[config.mk]
export PLATFORM = sky130hd
export DESIGN_NAME = ddr_rd_seq
export DESIGN_NICKNAME = d
export VERILOG_FILES = /design/src/rtl/ddr_rdseq_pkg.sv /design/src/rtl/rdseq_queue.sv /design/src/rtl/rdseq_colgen.sv /design/src/rtl/rdseq_fsm.sv /design/src/rtl/ddr_rd_seq.sv
export SDC_FILE = /design/constraint.sdc
export NUM_CORES = 1
export LEC_CHECK = 0
export ABC_CLOCK_PERIOD_IN_PS = 5400
export BUFFER_PORTS_ARGS = -buffer_cell sky130_fd_sc_hd__buf_2
export CORE_ASPECT_RATIO = 1.5
export CORE_MARGIN = 2
export CORE_UTILIZATION = 54
export CTS_BUF_LIST = sky130_fd_sc_hd__clkbuf_4 sky130_fd_sc_hd__clkbuf_8 sky130_fd_sc_hd__clkbuf_16
export DETAILED_ROUTE_END_ITERATION = 10
export MAX_ROUTING_LAYER = met4
export PLACE_DENSITY = 0.77
export SYNTH_ARGS = -nofsm -noshare
export SYNTH_HDL_FRONTEND = slang
export SYNTH_SLANG_ARGS = --single-unit
export TNS_END_PERCENT = 1
[constraint.sdc]
create_clock -name clk -period 5.4 [get_ports clk]
set_input_delay 0.81 -clock clk [delete_from_list [all_inputs] [get_ports clk]]
set_output_delay 0.81 -clock clk [all_outputs]
set_load 0.1 [all_outputs]
[src/rtl/ddr_rdseq_pkg.sv]
package ddr_rdseq_pkg;

    localparam int MAX_BL  = 8;
    localparam int MAX_LAT = 6;
    localparam int BEAT_W  = $clog2(MAX_BL);
    localparam int LEN_W   = BEAT_W + 1;
    localparam int REM_W   = $clog2(MAX_LAT + 1);

    typedef enum logic [2:0] {
        ST_IDLE,
        ST_WAIT,
        ST_PRE,
        ST_BURST,
        ST_POST
    } seq_state_t;

    // latency code to half-cycles before the first beat
    function automatic logic [REM_W-1:0] lat_half(input logic [1:0] code);
        unique case (code)
            2'd0:    lat_half = REM_W'(4);
            2'd1:    lat_half = REM_W'(5);
            default: lat_half = REM_W'(6);
        endcase
    endfunction

    // burst code to beat count
    function automatic logic [LEN_W-1:0] burst_beats(input logic [1:0] code);
        unique case (code)
            2'd0:    burst_beats = LEN_W'(2);
            2'd1:    burst_beats = LEN_W'(4);
            default: burst_beats = LEN_W'(8);
        endcase
    endfunction

    // state entered when a read with r half-cycles left is taken over
    function automatic seq_state_t entry_state(input logic [REM_W-1:0] r);
        if (r == '0)
            entry_state = ST_BURST;
        else if (r <= REM_W'(2))
            entry_state = ST_PRE;
        else
            entry_state = ST_WAIT;
    endfunction

endpackage

[src/rtl/rdseq_queue.sv]
module rdseq_queue
    import ddr_rdseq_pkg::*;
#(
    parameter int COL_W = 8
) (
    input  logic             clk,
    input  logic             rst,
    input  logic             cmd_vld,
    input  logic [COL_W-1:0] cmd_col,
    input  logic [1:0]       cmd_bl,
    input  logic             cmd_bt,
    input  logic [1:0]       cmd_cl,
    input  logic             promote,
    output logic             q_vld,
    output logic [REM_W-1:0] q_rem_nxt,
    output logic [COL_W-1:0] q_col,
    output logic [LEN_W-1:0] q_len,
    output logic             q_bt,
    output logic             err
);

    logic [REM_W-1:0] q_rem;
    logic             accept;
    logic             overflow;

    assign accept    = cmd_vld && (!q_vld || promote);
    assign overflow  = cmd_vld && q_vld && !promote;
    assign q_rem_nxt = (q_rem == '0) ? '0 : q_rem - REM_W'(1);

    always_ff @(posedge clk) begin
        if (rst) begin
            q_vld <= 1'b0;
            q_rem <= '0;
            q_col <= '0;
            q_len <= '0;
            q_bt  <= 1'b0;
            err   <= 1'b0;
        end else begin
            if (accept) begin
                q_vld <= 1'b1;
                q_rem <= lat_half(cmd_cl);
                q_col <= cmd_col;
                q_len <= burst_beats(cmd_bl);
                q_bt  <= cmd_bt;
            end else if (promote) begin
                q_vld <= 1'b0;
            end else if (q_vld) begin
                q_rem <= q_rem_nxt;
            end
            if (overflow)
                err <= 1'b1;
        end
    end


    overflow_sets_err_chk: assert property (@(posedge clk) disable iff (rst)
        overflow |=> err);


    err_sticky_chk: assert property (@(posedge clk) disable iff (rst)
        err |=> err);


    free_slot_takes_cmd_chk: assert property (@(posedge clk) disable iff (rst)
        (cmd_vld && !q_vld) |=> q_vld);

endmodule

[src/rtl/rdseq_colgen.sv]
module rdseq_colgen
    import ddr_rdseq_pkg::*;
#(
    parameter int COL_W = 8
) (
    input  logic [COL_W-1:0]  base_col,
    input  logic [LEN_W-1:0]  len,
    input  logic              interleave,
    input  logic [BEAT_W-1:0] beat,
    output logic [COL_W-1:0]  col
);

    logic [BEAT_W-1:0] off_seq;
    logic [BEAT_W-1:0] off_ilv;
    logic [BEAT_W-1:0] off;
    logic [COL_W-1:0]  mask;

    always_comb begin
        off_seq = base_col[BEAT_W-1:0] + beat;
        off_ilv = base_col[BEAT_W-1:0] ^ beat;
        off     = interleave ? off_ilv : off_seq;
        mask    = COL_W'(len - LEN_W'(1));
        col     = (base_col & ~mask) | (COL_W'(off) & mask);
    end

endmodule

[src/rtl/rdseq_fsm.sv]
module rdseq_fsm
    import ddr_rdseq_pkg::*;
#(
    parameter int COL_W = 8
) (
    input  logic              clk,
    input  logic              rst,
    input  logic              q_vld,
    input  logic [REM_W-1:0]  q_rem_nxt,
    input  logic [COL_W-1:0]  q_col,
    input  logic [LEN_W-1:0]  q_len,
    input  logic              q_bt,
    output logic              promote,
    output logic [COL_W-1:0]  a_col,
    output logic [LEN_W-1:0]  a_len,
    output logic              a_bt,
    output logic [BEAT_W-1:0] beat,
    output logic              dq_oe,
    output logic              dqs_oe,
    output logic              dqs
);

    seq_state_t       state;
    seq_state_t       nxt;
    logic [REM_W-1:0] a_rem;
    logic [REM_W-1:0] rem_dec;
    logic             last;
    logic             q_due;

    assign rem_dec = (a_rem == '0) ? '0 : a_rem - REM_W'(1);
    assign last    = (state == ST_BURST) && ({1'b0, beat} == a_len - LEN_W'(1));
    assign q_due   = q_vld && (q_rem_nxt == '0);

    // next state and take-over decision
    always_comb begin
        nxt     = state;
        promote = 1'b0;
        unique case (state)
            ST_IDLE: begin
                if (q_vld) begin
                    promote = 1'b1;
                    nxt     = entry_state(q_rem_nxt);
                end
            end
            ST_WAIT: begin
                if (rem_dec <= REM_W'(2))
                    nxt = ST_PRE;
            end
            ST_PRE: begin
                if (rem_dec == '0)
                    nxt = ST_BURST;
            end
            ST_BURST: begin
                if (last) begin
                    if (q_due) begin
                        promote = 1'b1;
                        nxt     = ST_BURST;
                    end else begin
                        nxt = ST_POST;
                    end
                end
            end
            ST_POST: begin
                if (q_vld) begin
                    promote = 1'b1;
                    nxt     = entry_state(q_rem_nxt);
                end else begin
                    nxt = ST_IDLE;
                end
            end
            default: nxt = ST_IDLE;
        endcase
    end

    // state register and active-burst context
    always_ff @(posedge clk) begin
        if (rst) begin
            state <= ST_IDLE;
            a_rem <= '0;
            beat  <= '0;
            a_col <= '0;
            a_len <= '0;
            a_bt  <= 1'b0;
        end else begin
            state <= nxt;
            if (promote) begin
                a_rem <= q_rem_nxt;
                a_col <= q_col;
                a_len <= q_len;
                a_bt  <= q_bt;
                beat  <= '0;
            end else begin
                if (state == ST_WAIT || state == ST_PRE)
                    a_rem <= rem_dec;
                if (state == ST_BURST && !last)
                    beat <= beat + BEAT_W'(1);
            end
        end
    end

    // outputs decoded from the state
    always_comb begin
        dq_oe  = 1'b0;
        dqs_oe = 1'b0;
        dqs    = 1'b0;
        unique case (state)
            ST_IDLE, ST_WAIT: ;
            ST_PRE, ST_POST: dqs_oe = 1'b1;
            ST_BURST: begin
                dq_oe  = 1'b1;
                dqs_oe = 1'b1;
                dqs    = ~beat[0];
            end
            default: ;
        endcase
    end


    preamble_low_chk: assert property (@(posedge clk) disable iff (rst)
        $rose(dq_oe) |-> ($past(dqs_oe) && !$past(dqs) && $past(dqs_oe, 2) && !$past(dqs, 2)));


    postamble_low_chk: assert property (@(posedge clk) disable iff (rst)
        $fell(dq_oe) |-> (dqs_oe && !dqs));


    release_after_post_chk: assert property (@(posedge clk) disable iff (rst)
        $fell(dqs_oe) |-> ($past(state) == ST_POST));


    strobe_toggles_chk: assert property (@(posedge clk) disable iff (rst)
        (dq_oe && $past(dq_oe)) |-> (dqs != $past(dqs)));


    burst_ends_on_last_chk: assert property (@(posedge clk) disable iff (rst)
        $fell(dq_oe) |-> ({1'b0, $past(beat)} == $past(a_len) - LEN_W'(1)));

endmodule

[src/rtl/ddr_rd_seq.sv]
module ddr_rd_seq
    import ddr_rdseq_pkg::*;
#(
    parameter int COL_W = 8
) (
    input  logic             clk,
    input  logic             rst,
    input  logic             rd_cmd,
    input  logic [COL_W-1:0] rd_col,
    input  logic [1:0]       rd_bl,
    input  logic             rd_bt,
    input  logic [1:0]       rd_cl,
    output logic             dq_oe,
    output logic             dqs_oe,
    output logic             dqs,
    output logic [COL_W-1:0] beat_col,
    output logic             rd_err
);

    logic              q_vld;
    logic [REM_W-1:0]  q_rem_nxt;
    logic [COL_W-1:0]  q_col;
    logic [LEN_W-1:0]  q_len;
    logic              q_bt;
    logic              promote;
    logic [COL_W-1:0]  a_col;
    logic [LEN_W-1:0]  a_len;
    logic              a_bt;
    logic [BEAT_W-1:0] beat;

    rdseq_queue #(.COL_W(COL_W)) i_queue (
        .clk       (clk),
        .rst       (rst),
        .cmd_vld   (rd_cmd),
        .cmd_col   (rd_col),
        .cmd_bl    (rd_bl),
        .cmd_bt    (rd_bt),
        .cmd_cl    (rd_cl),
        .promote   (promote),
        .q_vld     (q_vld),
        .q_rem_nxt (q_rem_nxt),
        .q_col     (q_col),
        .q_len     (q_len),
        .q_bt      (q_bt),
        .err       (rd_err)
    );

    rdseq_fsm #(.COL_W(COL_W)) i_fsm (
        .clk       (clk),
        .rst       (rst),
        .q_vld     (q_vld),
        .q_rem_nxt (q_rem_nxt),
        .q_col     (q_col),
        .q_len     (q_len),
        .q_bt      (q_bt),
        .promote   (promote),
        .a_col     (a_col),
        .a_len     (a_len),
        .a_bt      (a_bt),
        .beat      (beat),
        .dq_oe     (dq_oe),
        .dqs_oe    (dqs_oe),
        .dqs       (dqs)
    );

    rdseq_colgen #(.COL_W(COL_W)) i_colgen (
        .base_col   (a_col),
        .len        (a_len),
        .interleave (a_bt),
        .beat       (beat),
        .col        (beat_col)
    );


    data_needs_strobe_chk: assert property (@(posedge clk) disable iff (rst)
        $rose(dq_oe) |-> $past(dqs_oe));

endmodule

==> summary.txt <==
Outcome
  – Result of the run: finished, final reports clean

Timing
  – Setup violators final: 0
  – Final sum of negative setup slack: 0 ps
  – Clock tree skew after final layout: 3.137 ps
  – Relative slew slack: 0.2504
  – Final slew viol count: 0
  – Post-route minimum period: 3347 ps
  – Hold Violations, Final: 0
  – Worst hold slack after final layout: 452.1 ps
  – Share of the clock period used by the worst path after layout: 0.6198
  – Highest clock frequency the design can meet: 298.8 MHz
  – Transition time at the pin with the least slew margin: 1118 ps
  – RSZ-0062 raised after global routing: false

Setup path
  – Worst Reg2Reg Path Length in Cells: 6
  – Arrival time reported for the critical path endpoint: 2540 ps
  – Critical path capture point type: output port
  – Crit-path max FO: 9
  – Start-to-end type of the worst setup path: flop to output port
  – Worst flop-to-flop path endpoint: i_queue.q_col[1]
  – Kind of launch point of the worst setup path: flop
  – Required time of the critical path: 4590 ps
  – Slack of the worst reg-to-reg path: 2890 ps
  – Launch point of the worst reg-to-reg path: i_fsm.a_len[1]

Yosys
  – Async SR Flop Fraction: 0
  – Number of warning messages in the yosys log: 0
  – Post-Synthesis Mean Instance Area: 8.988 sq um
  – Number of synthesized flops with an enable pin: 0
  – Cell variety after synth: 55
  – Synth Cell Area: 0.002004 sq mm
  – Number of instances in the synthesized netlist: 223
  – Register area share after synthesis: 0.3795
  – Post-Syn Nets: 244
  – Synth Register Bits: 38
  – Main synth FF type: dfxtp_1

GRT
  – Number of global-route vias before repair: 1605
  – Global-route wire length before repair: 6906 microns
  – Combined global-route utilization of all metal layers: 0.2240
  – Antenna violations before repair: 0
  – Pin count of the biggest net entering global routing: 44
  – Total congestion overflow: 0

Route
  – Remaining routing DRC violations: 0
  – Wire per inst: 13.69 microns
  – Via-per-instance ratio: 5.483
  – Number of DRC markers in iteration 0: 32
  – Detail Route Antenna Nets: 0
  – Total via count in the routed design: 1601
  – Routed Wire Length: 3997 microns
  – First-pass detailed-route iteration total: 6

Cells and area
  – Share of final-layout standard cells stronger than drive strength 1: 0.1807
  – Area taken by flip-flops and latches: 760.7 sq um
  – # nets final: 269
  – Combined area of the multi-input logic cells: 0.001139 sq mm
  – Area grow syn2layout: 11.49%
  – Number of inserted diodes: 0
  – Fill cell count: 328

Worst hold path
  – Worst min-delay path startpoint: i_queue.err
  – Path class of the lowest-slack min-delay path: flop to flop
  – Endpoint with the worst hold slack: i_queue.err
  – Count of cells along the worst hold path: 2

Clock network
  – Number of setup buffers added after CTS: 0
  – Clock edge transition at the registers on the reported setup and hold paths: 70 ps
  – Clock insertion delay at the later pin of the skew report: 290 ps
  – Cell at the root of the clock tree: clkbuf_8
  – Clock tree from TritonCTS: yes
  – Buffers from clock root to sink, at most: 2
  – Hold-fix buffers, CTS: 0
  – Count of H-tree levels built during CTS: 2
  – Number of sinks driven by the clock tree: 38
  – Num CTS Buffers: 5
  – Quantity of gates resized following cts: 0

Job
  – Total of max-cap violations: 0

Die
  – Core Region: 0.003615 sq mm
  – Total I/O pin count: 28
  – Width of the die: 53.75 microns
  – Core Rows: 27
  – Initial standard-cell utilization of the core: 0.5545
  – Die Height: 78.62 microns
  – Die outline area: 0.004225 sq mm

Power
  – PD cells: 338.1 mW/mm^2
  – Peak ir drop on the vdd network: 0.2208 mV
  – Power after layout: 0.7555 mW
  – Leak pwr: 1.010 nW

Placement
  – Post-detailed-placement half-perimeter wirelength: 2897 microns
  – Final weighted congestion of routability-driven global placement: 0.9350
  – # port buffers: 27
## cell type report
type,count,share of cell area
clock inverters,2,0.006159
repair buffers,28,0.06383
flip-flops and latches,38,0.3404
inverters,13,0.02184
multi-input cells,162,0.5095
well taps,43,0.02408
clock buffers,6,0.03415
## cells in the mapped netlist (2+ instances only)
cell / instances / area, sq um
ha_1: 4 / 50.05
nand3b_1: 2 / 15.01
o21ai_0: 8 / 40.04
nor2b_1: 6 / 37.54
nand3_1: 4 / 20.02
dfxtp_1: 38 / 760.7
inv_1: 12 / 45.04
clkbuf_1: 5 / 18.77
mux2i_1: 27 / 270.3
nor2_1: 9 / 33.78
xor2_2: 2 / 32.53
a211oi_1: 4 / 30.03
nand2b_1: 2 / 12.51
or3b_1: 2 / 17.52
nor3_1: 2 / 10.01
or3_1: 3 / 18.77
or4_1: 2 / 15.01
a21oi_1: 9 / 45.04
buf_2: 3 / 15.01
nand2_1: 44 / 165.2
## power by group
part	internal (mW)	switching [mW]
Clock	0.0961	0.101
Combinational	0.0740	0.147
Sequential	0.305	0.0322
Total	0.475	0.280
## sequential cells by signal, summed over array words and instances (netlist names)
name and count:
i_queue.q_vld 1, i_fsm.state 3, i_queue.err 1, i_fsm.beat 3, i_queue.q_len 3, i_queue.q_rem 3, i_fsm.a_bt 1, i_queue.q_col 8
i_fsm.a_col 8, i_fsm.a_rem 3, i_fsm.a_len 3, i_queue.q_bt 1
## cells in the final DEF, fill, tap and decap left out, types with 3 or more instances in the layout
cell and instances:
a211oi_1 4, a21oi_1 9, buf_2 27, clkbuf_8 5
dfxtp_1 38, ha_1 4, inv_1 12, mux2i_1 27
nand2_1 44, nand3_1 4, nor2_1 9, nor2b_1 6
o21ai_0 8, or3_1 3
## metrics by stage
step,instance area (sq um),util,setup slack [ps],instances
floorplan,2004,-,1266,223
global placement,2145,0.5933,2423,284
detailed placement,2145,0.5933,2363,284
CTS,2235,0.6182,2052,292
global route,2235,0.6182,1901,292
finish,2235,0.6182,2053,292
## worst max-delay path, stage by stage (launching register included)
cell and delay, ps:
dfxtp_1 530, ha_1 220, inv_1 50, fa_1 360, or3_1 310, a21oi_1 200, xor2_1 150, buf_2 430
## metal layers
metal,global-route usage,wire [microns],vias up
met5,-,0,-
met4,0.08718,43,0
met3,0.04563,116,4
met2,0.3732,2120,23
met1,0.2539,1716,746
li1,-,-,828
## worst max path at each step
stage | cells after the start | start | slack, ps | endpoint
after floorplan | 6 | i_fsm.beat[0] | 1270 | beat_col[1]
after global placement | 7 | i_fsm.beat[0] | 2420 | beat_col[2]
after detailed placement | 7 | i_fsm.beat[0] | 2360 | beat_col[2]
after CTS | 7 | i_fsm.beat[0] | 2050 | beat_col[2]
after global routing | 7 | i_fsm.beat[0] | 1900 | beat_col[2]
final | 7 | i_fsm.beat[0] | 2050 | beat_col[2]
## logic make-up after synthesis
kind of cell	Yosys count	share of synthesized area
AOI/OAI and AO/OA	41	0.1492
muxes	28	0.1404
and+or+nand+nor	83	0.2104
adders and majority gates	5	0.03496
xor gates and xnor gates	5	0.03309
DFF	38	0.3795
buffers and inverters	23	0.05243
Power figures use the tool's default switching activity.
